--- src/rtl/scanline_irq_pkg.sv ---
package scanline_irq_pkg;
    typedef enum logic [1:0] {
        ST_IDLE    = 2'd0,
        ST_ARMED   = 2'd1,
        ST_PENDING = 2'd2
    } irq_state_t;

    typedef enum logic [2:0] {
        CMD_NONE       = 3'd0,
        CMD_LOAD_COUNT = 3'd1,
        CMD_LOAD_RELOAD= 3'd2,
        CMD_STOP       = 3'd3,
        CMD_START      = 3'd4
    } reg_cmd_t;
endpackage

--- src/rtl/scanline_irq_decode.sv ---
module scanline_irq_decode
    import scanline_irq_pkg::*;
#(
    parameter int          ADDR_W     = 16,
    parameter logic [15:0] ADDR_MASK  = 16'hF7FF,
    parameter logic [15:0] A_COUNT    = 16'hC000,
    parameter logic [15:0] A_RELOAD   = 16'hC001,
    parameter logic [15:0] A_STOP     = 16'hE000,
    parameter logic [15:0] A_START    = 16'hE001
) (
    input  logic              wr_en,
    input  logic [ADDR_W-1:0] wr_addr,
    output reg_cmd_t          cmd,
    output logic              hit
);
    logic [ADDR_W-1:0] masked;

    always_comb begin
        masked = wr_addr & ADDR_MASK[ADDR_W-1:0];
        cmd    = CMD_NONE;
        if (wr_en) begin
            if (masked == A_COUNT[ADDR_W-1:0])       cmd = CMD_LOAD_COUNT;
            else if (masked == A_RELOAD[ADDR_W-1:0]) cmd = CMD_LOAD_RELOAD;
            else if (masked == A_STOP[ADDR_W-1:0])   cmd = CMD_STOP;
            else if (masked == A_START[ADDR_W-1:0])  cmd = CMD_START;
        end
        hit = (cmd != CMD_NONE);
    end
endmodule

--- src/rtl/scanline_irq_qualify.sv ---
module scanline_irq_qualify #(
    parameter int LINE_W   = 9,
    parameter int LAST_VIS = 239
) (
    input  logic              line_stb,
    input  logic [LINE_W-1:0] line_num,
    input  logic              render_en,
    input  logic              wr_hit,
    output logic              tick,
    output logic              first_line
);
    localparam logic [LINE_W-1:0] LAST_L = LINE_W'(LAST_VIS);

    always_comb begin
        tick       = line_stb && render_en && !wr_hit && (line_num <= LAST_L);
        first_line = (line_num == '0);
    end
endmodule

--- src/rtl/scanline_irq_count.sv ---
module scanline_irq_count #(
    parameter int DATA_W = 8
) (
    input  logic              clk,
    input  logic              rst_n,
    input  logic              load_count,
    input  logic              load_reload,
    input  logic [DATA_W-1:0] wr_data,
    input  logic              count_go,
    input  logic              first_line,
    output logic              expire,
    output logic [DATA_W-1:0] count_val
);
    logic [DATA_W-1:0] count_q;
    logic [DATA_W-1:0] reload_q;
    logic [DATA_W-1:0] adj;

    always_comb begin
        adj    = (first_line && count_q != '0) ? count_q - 1'b1 : count_q;
        expire = count_go && (adj == '0);
    end

    always_ff @(posedge clk or negedge rst_n) begin
        if (!rst_n) begin
            count_q  <= '0;
            reload_q <= '0;
        end else begin
            if (load_count)      count_q <= wr_data;
            else if (count_go)   count_q <= (adj == '0) ? reload_q : adj - 1'b1;
            if (load_reload)     reload_q <= wr_data;
        end
    end

    assign count_val = count_q;
endmodule

--- src/rtl/scanline_irq_fsm.sv ---
module scanline_irq_fsm
    import scanline_irq_pkg::*;
(
    input  logic       clk,
    input  logic       rst_n,
    input  reg_cmd_t   cmd,
    input  logic       expire,
    output irq_state_t state,
    output logic       irq
);
    irq_state_t state_q, state_n;

    always_comb begin
        state_n = state_q;
        unique case (cmd)
            CMD_START:  state_n = ST_ARMED;
            CMD_STOP:   state_n = ST_IDLE;
            CMD_LOAD_COUNT, CMD_LOAD_RELOAD:
                if (state_q == ST_PENDING) state_n = ST_ARMED;
            CMD_NONE:
                if (state_q == ST_ARMED && expire) state_n = ST_PENDING;
            default:    state_n = state_q;
        endcase
    end

    always_ff @(posedge clk or negedge rst_n) begin
        if (!rst_n) state_q <= ST_IDLE;
        else        state_q <= state_n;
    end

    always_ff @(posedge clk or negedge rst_n) begin
        if (!rst_n) irq <= 1'b0;
        else        irq <= (state_n == ST_PENDING);
    end

    assign state = state_q;
endmodule

--- src/rtl/scanline_irq_ctr.sv ---
module scanline_irq_ctr
    import scanline_irq_pkg::*;
#(
    parameter int ADDR_W   = 16,
    parameter int DATA_W   = 8,
    parameter int LINE_W   = 9,
    parameter int LAST_VIS = 239
) (
    input  logic              clk,
    input  logic              rst_n,
    input  logic              wr_en,
    input  logic [ADDR_W-1:0] wr_addr,
    input  logic [DATA_W-1:0] wr_data,
    input  logic              line_stb,
    input  logic [LINE_W-1:0] line_num,
    input  logic              render_en,
    output logic              irq
);
    reg_cmd_t          cmd;
    logic              wr_hit;
    logic              tick;
    logic              first_line;
    logic              expire;
    logic [DATA_W-1:0] cnt_val;
    irq_state_t        state;
    logic              count_go;

    scanline_irq_decode #(.ADDR_W(ADDR_W)) u_dec (
        .wr_en   (wr_en),
        .wr_addr (wr_addr),
        .cmd     (cmd),
        .hit     (wr_hit)
    );

    scanline_irq_qualify #(.LINE_W(LINE_W), .LAST_VIS(LAST_VIS)) u_qual (
        .line_stb   (line_stb),
        .line_num   (line_num),
        .render_en  (render_en),
        .wr_hit     (wr_hit),
        .tick       (tick),
        .first_line (first_line)
    );

    assign count_go = tick && (state == ST_ARMED);

    scanline_irq_count #(.DATA_W(DATA_W)) u_cnt (
        .clk         (clk),
        .rst_n       (rst_n),
        .load_count  (cmd == CMD_LOAD_COUNT),
        .load_reload (cmd == CMD_LOAD_RELOAD),
        .wr_data     (wr_data),
        .count_go    (count_go),
        .first_line  (first_line),
        .expire      (expire),
        .count_val   (cnt_val)
    );

    scanline_irq_fsm u_fsm (
        .clk    (clk),
        .rst_n  (rst_n),
        .cmd    (cmd),
        .expire (expire),
        .state  (state),
        .irq    (irq)
    );
endmodule


--- config.mk ---
export PLATFORM = sky130hd
export DESIGN_NAME = scanline_irq_ctr
export DESIGN_NICKNAME = d
export VERILOG_FILES = /design/src/rtl/scanline_irq_pkg.sv /design/src/rtl/scanline_irq_decode.sv /design/src/rtl/scanline_irq_qualify.sv /design/src/rtl/scanline_irq_count.sv /design/src/rtl/scanline_irq_fsm.sv /design/src/rtl/scanline_irq_ctr.sv
export SDC_FILE = /design/constraint.sdc
export NUM_CORES = 1
export LEC_CHECK = 0
export ABC_AREA = 1
export BUFFER_PORTS_ARGS = -buffer_cell sky130_fd_sc_hd__buf_2
export CAP_MARGIN = 30
export CORE_UTILIZATION = 54
export CTS_BUF_LIST = sky130_fd_sc_hd__clkbuf_8 sky130_fd_sc_hd__clkbuf_16
export DETAILED_ROUTE_END_ITERATION = 8
export PLACE_DENSITY = 0.8
export SLEW_MARGIN = 20
export SYNTH_ARGS = -nofsm -noshare
export SYNTH_HDL_FRONTEND = slang
export SYNTH_SLANG_ARGS = --single-unit
--- constraint.sdc ---
create_clock -name clk -period 2.25 [get_ports clk]
set_input_delay 0.45 -clock clk [delete_from_list [all_inputs] [get_ports clk]]
set_output_delay 0.45 -clock clk [all_outputs]
set_load 0.03 [all_outputs]
* Yosys cells after proc, flatten, opt, wreduce, memory -nomap -nowiden *
Cells that the tools add are included.

cells by class
  add/sub/neg operators = 2
  reduce and logical (&&, ||, !) cells = 15
  equal/unequal tests = 11
  magnitude comparators = 1
  multiplexer cells = 12

operator list
  cell                                                                               count
  15-bit equality test (second input constant)                                       4
  8-bit 2-to-1 mux                                                                   4
  8-bit by 1-bit subtractor with 8-bit output (second input constant)                2
  3-bit 2-to-1 mux                                                                   5
  9-bit by 8-bit less-or-equal comparator with 1-bit output (second input constant)  1
  9-bit logical NOT                                                                  1
  8-bit logical NOT                                                                  1
  2-bit one-hot mux with 4 select lines                                              1
  8-bit nonzero test                                                                 1
  1-bit logical AND                                                                  7
  3-bit by 2-bit equality test with 1-bit output (second input constant)             2
  2-bit equality test (second input constant)                                        2
  2-bit 2-to-1 mux                                                                   2
  3-bit by 1-bit equality test with 1-bit output (second input constant)             1
  3-bit equality test (second input constant)                                        1
  3-bit logical NOT                                                                  1
  3-bit nonzero test                                                                 1
  2-bit by 1-bit equality test with 1-bit output (second input constant)             1
  2-bit nonzero test                                                                 1
  2-bit OR reduction                                                                 1
  1-bit logical NOT                                                                  1

storage, ports and cells
  output and inout bits = 1
  flip-flop bits (word level) = 19
  input bits = 38
  logic and storage cells = 45

* Longest topological paths before layout *
Gate-level depths: netlist of run 1.

  depth in word-level cells = 16
  mapped depth = 16
  depth with buffers taken out = 16

* Hierarchy *
From an unflattened synthesis of run 1, not the netlist that was laid out.

unflattened totals
  cell total of the unflattened synthesis = 294
  area total of the unflattened synthesis = 1884.3 um^2

modules (own cells, without submodules)
  module                area an instance (um^2)  cells each  times used  sequential area each (um^2)
  scanline_irq_count    1392.6                   201         1           400.4
  scanline_irq_decode   220.2                    43          1           0.0
  scanline_irq_fsm      186.4                    28          1           75.1
  scanline_irq_qualify  55.1                     14          1           0.0
  scanline_irq_ctr      30.0                     8           1           0.0

* Least setup slack after synthesis of run 1 *
OpenSTA, ideal clock, no wires.

  path type = register to register
  from = register u_cnt.count_q[0], in the netlist u_cnt.count_val[0]
  to = register u_cnt.count_q[3], in the netlist u_cnt.count_val[3]
  library setup time = 124 ps
  buffers on the path = 0
  period minus slack after synthesis = 2067 ps
  slack = 183 ps
  arrival time = 1943 ps
  cell stages (with the launch flop) = 15
  cells stage by stage = dfrtp_1 > inv_1 > ha_1 > nand2_2 > nor2_4 > inv_4 > nand2_4 > nand2_1 > nand2_2 > ha_1 > nand3_4 > nor2_8 > nand2_1 > nand3_1 > nand3_1

between the ends
  word-level cells in the longest chain between the ends = 7

RTL lines
  what                                                                                                 line                      source
  from (decl)                                                                                          scanline_irq_count.sv:14  logic [DATA_W-1:0] count_q;
  from (signal assigned)                                                                               scanline_irq_count.sv:28  if (load_count) count_q <= wr_data;
  from (signal assigned)                                                                               scanline_irq_count.sv:29  else if (count_go) count_q <= (adj == '0) ? reload_q : adj - 1'b1;
  parallel branches: the longest is 2 deep, another holds 8-bit by 1-bit subtractor with 8-bit output  --
  8-bit 2-to-1 mux (*)                                                                                 scanline_irq_count.sv:19  adj = (first_line && count_q != '0) ? count_q - 1'b1 : count_q;
  8-bit by 1-bit subtractor with 8-bit output / 8-bit logical NOT (equally long branches)              scanline_irq_count.sv:29
  8-bit 2-to-1 mux (*) (2 in series)                                                                   scanline_irq_count.sv:29
  8-bit 2-to-1 mux (*)                                                                                 scanline_irq_count.sv:28

Mark *: on every way between the ends. The select of a mux whose other input is x is not followed.
A chain may end at the register's enable or synchronous reset.

* Final worst setup path of run 1 *
  from = register u_cnt.count_q[1], in the netlist u_cnt.count_val[1]
  to = register u_cnt.count_q[2], in the netlist u_cnt.count_val[2]

The elaborated chain is that of the path after synthesis.

==> results.yml, run 1 <==
run_status:
  status: "complete, no violations"
clocking:
  cts_root_buf: "clkbuf_8"
  htreeDepth: 1
  clkTransAtPathRegs_ns: 0.07
  insertion_delay_ns: 0.25
  hold_buffers: 0
  cts_buffer_depth: 2
  cts_sinks: 19
  numCtsBuffers: 3
  cts_tree: "built"
setup_path:
  worstPathCellList: "inv_2 > ha_4 > nand2_2 > nor2_4 > inv_4 > nand2_4 > nand2_1 > nand2_2 > ha_2 > nand3_4 > nor2_8 > nand2_1 > nand3_1 > nand3_1"
  ff2ff_path_depth: 14
  worst_path_max_delay_cell: "dfrtp_1"
  worstSetupPathType: "flip-flop to flip-flop"
  critPathArrivalTime_ns: 2.19
  crit_fanout: 8
  end_kind: "flip-flop"
  required_ns: 2.39
  crit_start: "u_cnt.count_val[1]"
  max_stage_delay_ns: 0.41
  r2r_slack_ns: 0.20
  cp-start-kind: "flip-flop"
  rr_endpoint: "u_cnt.count_val[2]"
  reg2reg_from: "u_cnt.count_val[1]"
power_and_ir_drop:
  clockPowerShare_pct: 34.6
  switching_share_pct: 22.67
  power.internal_uw: 500.9
  p_leak_uw: 0.001079
  p_per_area_mw_per_mm2: 331.2
  peakVddDrop_mv: 0.3893
  finalPower_uw: 647.8
  p_sw_uw: 146.9
  p_seq_share_pct: 53.2
  combPwrFrac_pct: 12.1
synth:
  ys_seq_elements: 19
  synth_compound_area_share_pct: 4.552
  synth_commonest_cells: "69 x nand2_1, 35 x inv_1, 28 x nand3_1"
  syn_area_per_cell_sq_um: 6.785
  synth_xor_xnor_area_share_pct: 4.321
  muxShareOfSynthArea_pct: 3.472
  synth_top_family_by_area: "simple AND/OR/NAND/NOR gates"
  syn_inst: 239
  synth_area_leaders: "dfrtp_1 29%, nand2_1 16%, nand3_1 8.6%, inv_1 8.1%, nor2_1 5.8%"
  synth.distinct_cells: 29
  ys_async_sr_fraction_pct: 100.0
  yosys_warnings: 0
  synth_top_area_cell: "dfrtp_1"
  yosysMostFrequentCell: "nand2_1"
  synth-edff-count: 0
  synth_area_sq_mm: 0.001622
  yosys.area_share.adder_pct: 1.543
  yosysSeqAreaShare_pct: 29.32
  syn_nets: 279
  synth_top_area_share_pct: 29.32
  synthSimpleGateAreaFrac_pct: 47.76
  synth_ff_type: "dfrtp_1"
timing:
  max_slew_margin_pct: 72.20
  period_needed_ns: 2.053
  skew_ns: 0.0003416
  setup_viol: 0
  worst_slew_pin_slew_ns: 0.4170
  hold_viol: 0
  period_share_pct: 91.22
  timing.fmax_mhz: 487.2
  drv_slew: 0
  grt_setup_unrepaired: "no"
  holdWs_ns: 0.1252
  fin_setup_tns_ns: 0
detailed_routing:
  routed_wl_um: 3376
  vias: 1578
  wire_per_inst_um: 10.65
  firstDrtPassIters: 4
  drt_drc_violations_left: 0
  postRouteAntennaNets: 0
  initialDrtViolationCount: 93
  avgViaCountPerCell: 4.978
finish:
  nets: 327
  fin_area_sq_mm: 0.001956
  antenna_cells: 0
  utilization_pct: 69.71
  area_growth_syn_to_layout_pct: 20.60
  drive_above_1_share_pct: 29.72
grt:
  grt_max_degree: 20
  antenna_found_initial: 0
  grt_pass1_vias: 1482
  grt_pass1_wl_um: 6168
  overflow: 0
  track_usage_pct: 24.04
floorplan:
  io_pins: 39
  rows: 19
  die_area_sq_mm: 0.003226
  die_w_um: 56.80
  fp.dieH_um: 56.80
  start_util_pct: 57.81
  core_area_sq_mm: 0.002805
placement:
  port_buffers: 37
  dpl.hpwl_um: 2788
  place_congestion: 0.9197
  placed_area_sq_mm: 0.001893
job:
  timing.max_cap.violations: 0
hold_path:
  hold_path_class: "input pin to async pin"
-- sequential cells by signal, indices dropped and copies added (netlist names) --
signal	count
u_cnt.count_val	8
u_cnt.reload_q	8
u_fsm.irq	1
u_fsm.state	2
-- timing repair --
action | CTS | global route
setup buffers | 0 | 0
setup endpoints to repair | 0 | 11
endpoints found under the hold margin | 0 | 0
gates resized for setup | 0 | 6
-- layout by cell type, fill, tap and decap left out, types with 2 or more instances in the layout --
cell / count
a21oi_1: 3
buf_2: 37
buf_4: 7
clkbuf_8: 3
dfrtp_1: 19
inv_1: 34
inv_2: 3
mux2_2: 5
nand2_1: 69
nand2_2: 10
nand2_4: 4
nand3_1: 28
nand4_1: 4
nor2_1: 24
nor2_2: 4
nor2_4: 5
nor3_1: 2
o21ai_0: 3
o22ai_1: 3
xnor2_1: 4
xor2_1: 4
-- through the flow --
step	setup WS, ns	cells
floorplan	0.1825	239
global placement	0.1078	313
detailed placement	0.05320	313
CTS	0.03955	317
global route	0.02343	317
finish	0.1975	317
-- routing by layer --
layer / track usage [%] / vias to the layer above / part of all wire (%)
li1: - / 845 / -
met1: 33.87 / 695 / 49
met2: 40.82 / 34 / 47
met3: 1.382 / 4 / 3.7
met4: 5.226 / 0 / 0.68
met5: 0 / - / 0
-- how the worst max path moves through the flow --
stage	slack (ns)	end	cells after the start
floorplan	0.18	u_cnt.count_val[3]	14
global placement	0.11	u_cnt.count_val[2]	14
detailed placement	0.05	u_cnt.count_val[2]	14
CTS	0.04	u_cnt.count_val[2]	14
global route	0.02	u_cnt.count_val[5]	14
finish	0.20	u_cnt.count_val[2]	14
-- kinds of logic (layout without fill, tap and decap cells) --
logic type	Yosys count	count (layout)
fa+ha+maj	2	2
buf+inv	38	85
flops	19	19
simple gates	155	155
compound gates	12	12
xor+xnor	8	8
mux	5	5
-- area by class of cell --
cell class	instances	area, sq um
multi-input combinational	182	1017
fill	257	849.6
sequential	19	475.5
timing repair buffer	44	237.7
inverter	37	141.4
clock buffer	3	41.29
tap	31	38.79
clock inverter	1	3.754
-- worst max-delay path: cells and delay by family, from the launching register on --
kind | cells | cell delay, ns
fa+ha+maj | 2 | 0.36
simple gates | 10 | 1.03
buf+inv | 2 | 0.14
flops | 1 | 0.41
-- power groups by stage --
stage / logic (uW) / registers, uW / clock network [uW]
6_report: 78.6 / 345 / 224
5_1_grt: 91.2 / 345 / 239
4_1_cts: 78.0 / 345 / 227
3_5_place_dp: 77.5 / 351 / 0
3_3_place_gp: 75.3 / 351 / 0
2_1_floorplan: 30.8 / 351 / 0
Note: power is estimated with default switching activity, not from simulation.
==> inputs of run 2 (changes only) <==
==> constraint.sdc (replaced) <==
create_clock -name clk -period 2.3 [get_ports clk]
set_input_delay 0.46 -clock clk [delete_from_list [all_inputs] [get_ports clk]]
set_output_delay 0.46 -clock clk [all_outputs]
set_load 0.03 [all_outputs]
==> results.yml, run 2 (synthesis results as in run 1) <==
timing:
  drv_slew: 0
  skew_ns: 0.001337
  period_share_pct: 92.70
  fin_setup_tns_ns: 0
  period_needed_ns: 2.132
  grt_setup_unrepaired: "no"
  max_slew_margin_pct: 72.14
  timing.fmax_mhz: 469.0
  hold_viol: 0
  worst_slew_pin_slew_ns: 0.4179
  setup_viol: 0
finish:
  nets: 325
  nFillCells: 248
  final_cell_mix: "68 x nand2_1, 37 x buf_2, 36 x inv_1"
  drive_above_1_share_pct: 28.87
  utilization_pct: 69.27
  final_common_cell: "nand2_1"
  area_growth_syn_to_layout_pct: 19.83
  antenna_cells: 0
  final_cells: 315
  fin_area_sq_mm: 0.001943
floorplan:
  die_w_um: 56.80
  start_util_pct: 57.81
  io_pins: 39
  fp.dieH_um: 56.80
  die_area_sq_mm: 0.003226
  rows: 19
  core_area_sq_mm: 0.002805
clocking:
  cts_root_buf: "clkbuf_8"
  cts_setup_buffers: 0
  numCtsBuffers: 3
  clkTransAtPathRegs_ns: 0.07
  cts_buffer_depth: 2
  cts_sinks: 19
  cts_tree: "built"
  insertion_delay_ns: 0.26
  hold_buffers: 0
  htreeDepth: 1
  cts_resized: 0
placement:
  placed_area_sq_mm: 0.001878
  place_congestion: 0.9011
  port_buffers: 37
  dp.cells: 311
  dpl.hpwl_um: 2747
detailed_routing:
  vias: 1591
  initialDrtViolationCount: 82
  routed_wl_um: 3496
  drt_drc_violations_left: 0
  firstDrtPassIters: 4
  postRouteAntennaNets: 0
  avgViaCountPerCell: 5.051
  wire_per_inst_um: 11.10
setup_path:
  crit_fanout: 8
  r2r_slack_ns: 0.17
  ff2ff_path_depth: 14
  crit_start: "u_cnt.count_val[1]"
  required_ns: 2.44
  end_kind: "flip-flop"
  reg2reg_from: "u_cnt.count_val[1]"
  critPathArrivalTime_ns: 2.27
  worstSetupEndpoint: "u_cnt.count_val[3]"
  rr_endpoint: "u_cnt.count_val[3]"
  worstSetupPathType: "flip-flop to flip-flop"
  cp-start-kind: "flip-flop"
grt:
  grt_pass1_wl_um: 6541
  grt_pass1_vias: 1541
  grt_max_degree: 20
  overflow: 0
  antenna_found_initial: 0
  track_usage_pct: 25.40
run_status:
  status: "complete, no violations"
power_and_ir_drop:
  peakVddDrop_mv: 0.3473
  finalPower_uw: 640.5
  p_leak_uw: 0.001071
  p_per_area_mw_per_mm2: 329.6
job:
  timing.max_cap.violations: 0
hold_path:
  hold_path_class: "input pin to async pin"
run 2: power breakdown:
| part | internal [uW] | leakage (uW) | total [uW] | switching (uW) |
|---|---|---|---|---|
| combinational | 35.6 | 0.000805 | 76.4 | 40.9 |
| clock | 119 | 0.0000269 | 227 | 108 |
| sequential | 336 | 0.000240 | 337 | 1.40 |
| total | 490 | 0.00107 | 640 | 150 |
run 2: worst min-delay path by stage:
stage	from	to	slack, ns
floorplan	rst_n	u_cnt.count_val[0]	0.16
detailed placement	rst_n	u_cnt.count_val[4]	0.42
global route	rst_n	u_cnt.count_val[6]	0.17
global placement	rst_n	u_cnt.count_val[2]	0.42
finish	rst_n	u_cnt.count_val[2]	0.13
CTS	rst_n	u_cnt.count_val[6]	0.14
run 2: metrics by stage:
step / setup slack (ns) / hold slack, ns
6_report: 0.1678 / 0.1270
5_1_grt: 0.002632 / 0.1651
4_1_cts: 0.009514 / 0.1435
3_5_place_dp: 0.05416 / 0.4190
3_3_place_gp: 0.06081 / 0.4183
2_1_floorplan: 0.2325 / 0.1644
run 2: cell type report:
cell class	count	area, sq um	share of cell area [%]
clock buffer	3	41.29	2.125
multi-input combinational	182	1020	52.48
inverter	37	141.4	7.276
tap	31	38.79	1.996
clock inverter	1	3.754	0.1932
sequential	19	475.5	24.47
timing repair buffer	42	222.7	11.46
run 2: per-layer routing:
layer | vias to the layer above | track usage (%) | wire length (um) | part of all wire [%]
met2 | 41 | 42.01 | 1676 | 48
met5 | - | 0 | 0 | 0
met3 | 5 | 2.995 | 200 | 5.7
met4 | 0 | 8.014 | 37 | 1.1
met1 | 704 | 34.75 | 1582 | 45
li1 | 841 | - | - | -
run 2: critical path, stage by stage, from the launching register on:
cell	delay [ns]
dfrtp_1	0.40
inv_1	0.09
ha_2	0.22
nand2_2	0.10
nor2_4	0.15
inv_4	0.06
nand2_4	0.10
nand2_1	0.06
nand2_1	0.12
ha_4	0.18
nand3_4	0.13
nor2_8	0.17
nand2_1	0.07
nand3_1	0.09
nand3_1	0.08
==> inputs of run 3 (changes only) <==
--- a/config.mk
+++ b/config.mk
@@ -8,11 +8,13 @@
 export ABC_AREA = 1
 export BUFFER_PORTS_ARGS = -buffer_cell sky130_fd_sc_hd__buf_2
 export CAP_MARGIN = 30
-export CORE_UTILIZATION = 54
+export CORE_MARGIN = 10
+export CORE_UTILIZATION = 55
 export CTS_BUF_LIST = sky130_fd_sc_hd__clkbuf_8 sky130_fd_sc_hd__clkbuf_16
 export DETAILED_ROUTE_END_ITERATION = 8
 export PLACE_DENSITY = 0.8
-export SLEW_MARGIN = 20
+export SLEW_MARGIN = 5
 export SYNTH_ARGS = -nofsm -noshare
 export SYNTH_HDL_FRONTEND = slang
+export SYNTH_HIERARCHICAL = 1
 export SYNTH_SLANG_ARGS = --single-unit
==> results.yml, run 3 <==
timing:
  timing.fmax_mhz: 445.8
  max_slew_margin_pct: 72.42
  hold_viol: 0
  fin_ws_ns: 0.05679
  fin_setup_tns_ns: 0
  period_share_pct: 97.53
  setup_viol: 0
  grt_setup_unrepaired: "yes"
  drv_slew: 0
  holdWs_ns: 0.1226
  skew_ns: 0.002042
  period_needed_ns: 2.243
  worst_slew_pin_slew_ns: 0.4137
synth:
  synth_area_sq_mm: 0.001884
  yosysMostFrequentCell: "nand2_1"
  synth_commonest_cells: "88 x nand2_1, 35 x inv_1, 35 x nor2_1"
  synth_top_area_share_pct: 25.23
  synth_ff_type: "dfrtp_1"
  yosysSeqAreaShare_pct: 25.23
  syn_area_per_cell_sq_um: 6.409
  ys_async_sr_fraction_pct: 100.0
  synth_top_area_cell: "dfrtp_1"
  syn_inst: 294
  synth.distinct_cells: 27
  synth-edff-count: 0
  ys_seq_elements: 19
  yosys_warnings: 6
  synth_area_leaders: "dfrtp_1 25%, nand2_1 18%, inv_1 7.0%, nor2_1 7.0%, nand3_1 5.8%"
  syn_nets: 336
clocking:
  htreeDepth: 1
  cts_sinks: 19
  insertion_delay_ns: 0.26
  numCtsBuffers: 3
  cts_root_buf: "clkbuf_8"
  clkTransAtPathRegs_ns: 0.07
  cts_tree: "built"
  cts_buffer_depth: 2
finish:
  antenna_cells: 0
  nets: 398
  drive_above_1_share_pct: 37.75
  final_cells: 401
  area_growth_syn_to_layout_pct: 29.61
  final_cell_mix: "86 x nand2_1, 37 x buf_2, 33 x nor2_1"
  final_common_cell: "nand2_1"
grt:
  grt_max_degree: 20
  grt_pass1_wl_um: 8086
  overflow: 0
  grt_pass1_vias: 1884
  track_usage_pct: 15.66
  antenna_found_initial: 0
detailed_routing:
  vias: 2006
  postRouteAntennaNets: 0
  avgViaCountPerCell: 5.002
  initialDrtViolationCount: 186
  drt_drc_violations_left: 0
  routed_wl_um: 5086
  wire_per_inst_um: 12.68
  firstDrtPassIters: 4
hold_path:
  hold_path_class: "input pin to async pin"
floorplan:
  fp.dieH_um: 78.53
  die_w_um: 78.53
  start_util_pct: 56.92
  rows: 21
  core_area_sq_mm: 0.003311
  io_pins: 39
  die_area_sq_mm: 0.006167
setup_path:
  cpMostUsedCell: "inv_2"
  required_ns: 2.44
  critPathArrivalTime_ns: 2.39
  worstSetupPathType: "flip-flop to flip-flop"
  r2r_slack_ns: 0.06
  rr_endpoint: "u_cnt/count_val[4]"
  worstPathCellList: "inv_2 > ha_4 > inv_2 > nor3_4 > nand2_4 > nand2_4 > xor2_4 > inv_2 > ha_4 > inv_4 > nor2_4 > nand3_4 > buf_4 > nand2_1 > o211ai_1 > nand2_1"
  ff2ff_path_depth: 16
  max_stage_delay_ns: 0.40
  reg2reg_from: "u_cnt/count_val[1]"
  crit_fanout: 8
  end_kind: "flip-flop"
  cp-start-kind: "flip-flop"
  worst_path_max_delay_cell: "dfrtp_1"
placement:
  dp.cells: 391
  port_buffers: 37
  place_ws_ns: -0.05872
  dpl.hpwl_um: 4002
  place_congestion: 0.9011
run_status:
  status: "complete, no violations"
power_and_ir_drop:
  p_per_area_mw_per_mm2: 295.9
  finalPower_uw: 722.7
  peakVddDrop_mv: 0.4163
  p_leak_uw: 0.001399
job:
  timing.max_cap.violations: 0
==> run 3: cell count changes after synthesis, moves of 4 or more <==
cell / previous run / this run
a22oi_1: 0 / 7
inv_2: 1 / 6
nand2_1: 69 / 88
nand2_2: 10 / 14
nand3_1: 28 / 22
nor2_1: 25 / 35
nor2_2: 3 / 11
o21ai_1: 0 / 6
xnor2_1: 4 / 0
==> run 3: final cells by class <==
cell class | instances | area, sq um
tap | 46 | 57.56
sequential | 19 | 476.7
multi-input combinational | 227 | 1310
fill | 271 | 868.3
timing repair buffer | 63 | 387.9
clock inverter | 1 | 7.507
clock buffer | 3 | 41.29
inverter | 42 | 161.4
==> run 3: cell families after synthesis <==
family          synth area share, %
flops                         25.23
compound gates                7.835
mux                           2.390
simple gates                  49.07
xor+xnor                      2.324
fa+ha+maj                     2.656
buf+inv                       10.49
==> run 3: critical path: cells and delay by family, from the launching register on <==
kind	cells	cell delay [ns]
fa+ha+maj	2	0.32
simple gates	7	0.68
buf+inv	5	0.48
compound gates	1	0.09
xor+xnor	1	0.18
flops	1	0.40
==> run 3: repair_timing <==
item / CTS / global route
endpoints found under the hold margin: 0 / 0
resized for setup: 3 / 22
setup buffers: 0 / 6
hold buffers: 0 / 0
setup endpoints to repair: 5 / 11
pin swaps: 0 / 15
==> run 3: power breakdown <==
part / total [uW] / switching (uW) / internal (uW)
logic: 144 / 81.7 / 62.5
registers: 340 / 3.83 / 336
clock network: 238 / 116 / 122
==> run 3: worst max-delay path by stage <==
stage | start | to | slack, ns | cells past startpoint
after global placement | line_num[3] | u_fsm/irq | 0.03 | 19
after CTS | u_cnt/count_val[1] | u_cnt/count_val[7] | 0.02 | 18
final | u_cnt/count_val[1] | u_cnt/count_val[4] | 0.06 | 16
after floorplan | line_num[3] | u_fsm/irq | 0.0003 | 20
after global routing | u_cnt/count_val[1] | u_fsm/irq | -0.07 | 19
after detailed placement | u_cnt/count_val[1] | u_cnt/count_val[7] | -0.06 | 18
==> run 3: metrics by stage <==
step	cell area (sq um)	util (%)
2_1_floorplan	1892	-
3_3_place_gp	2246	67.84
3_5_place_dp	2246	67.84
4_1_cts	2303	69.58
5_1_grt	2442	73.77
6_report	2442	73.77
==> run 3: routing by layer <==
metal	routed length [um]	track usage, %	vias to the layer above
li1	-	-	1034
met1	2044	18.59	901
met2	2688	27.88	61
met3	274	3.531	10
met4	79	3.584	0
met5	0	0	-
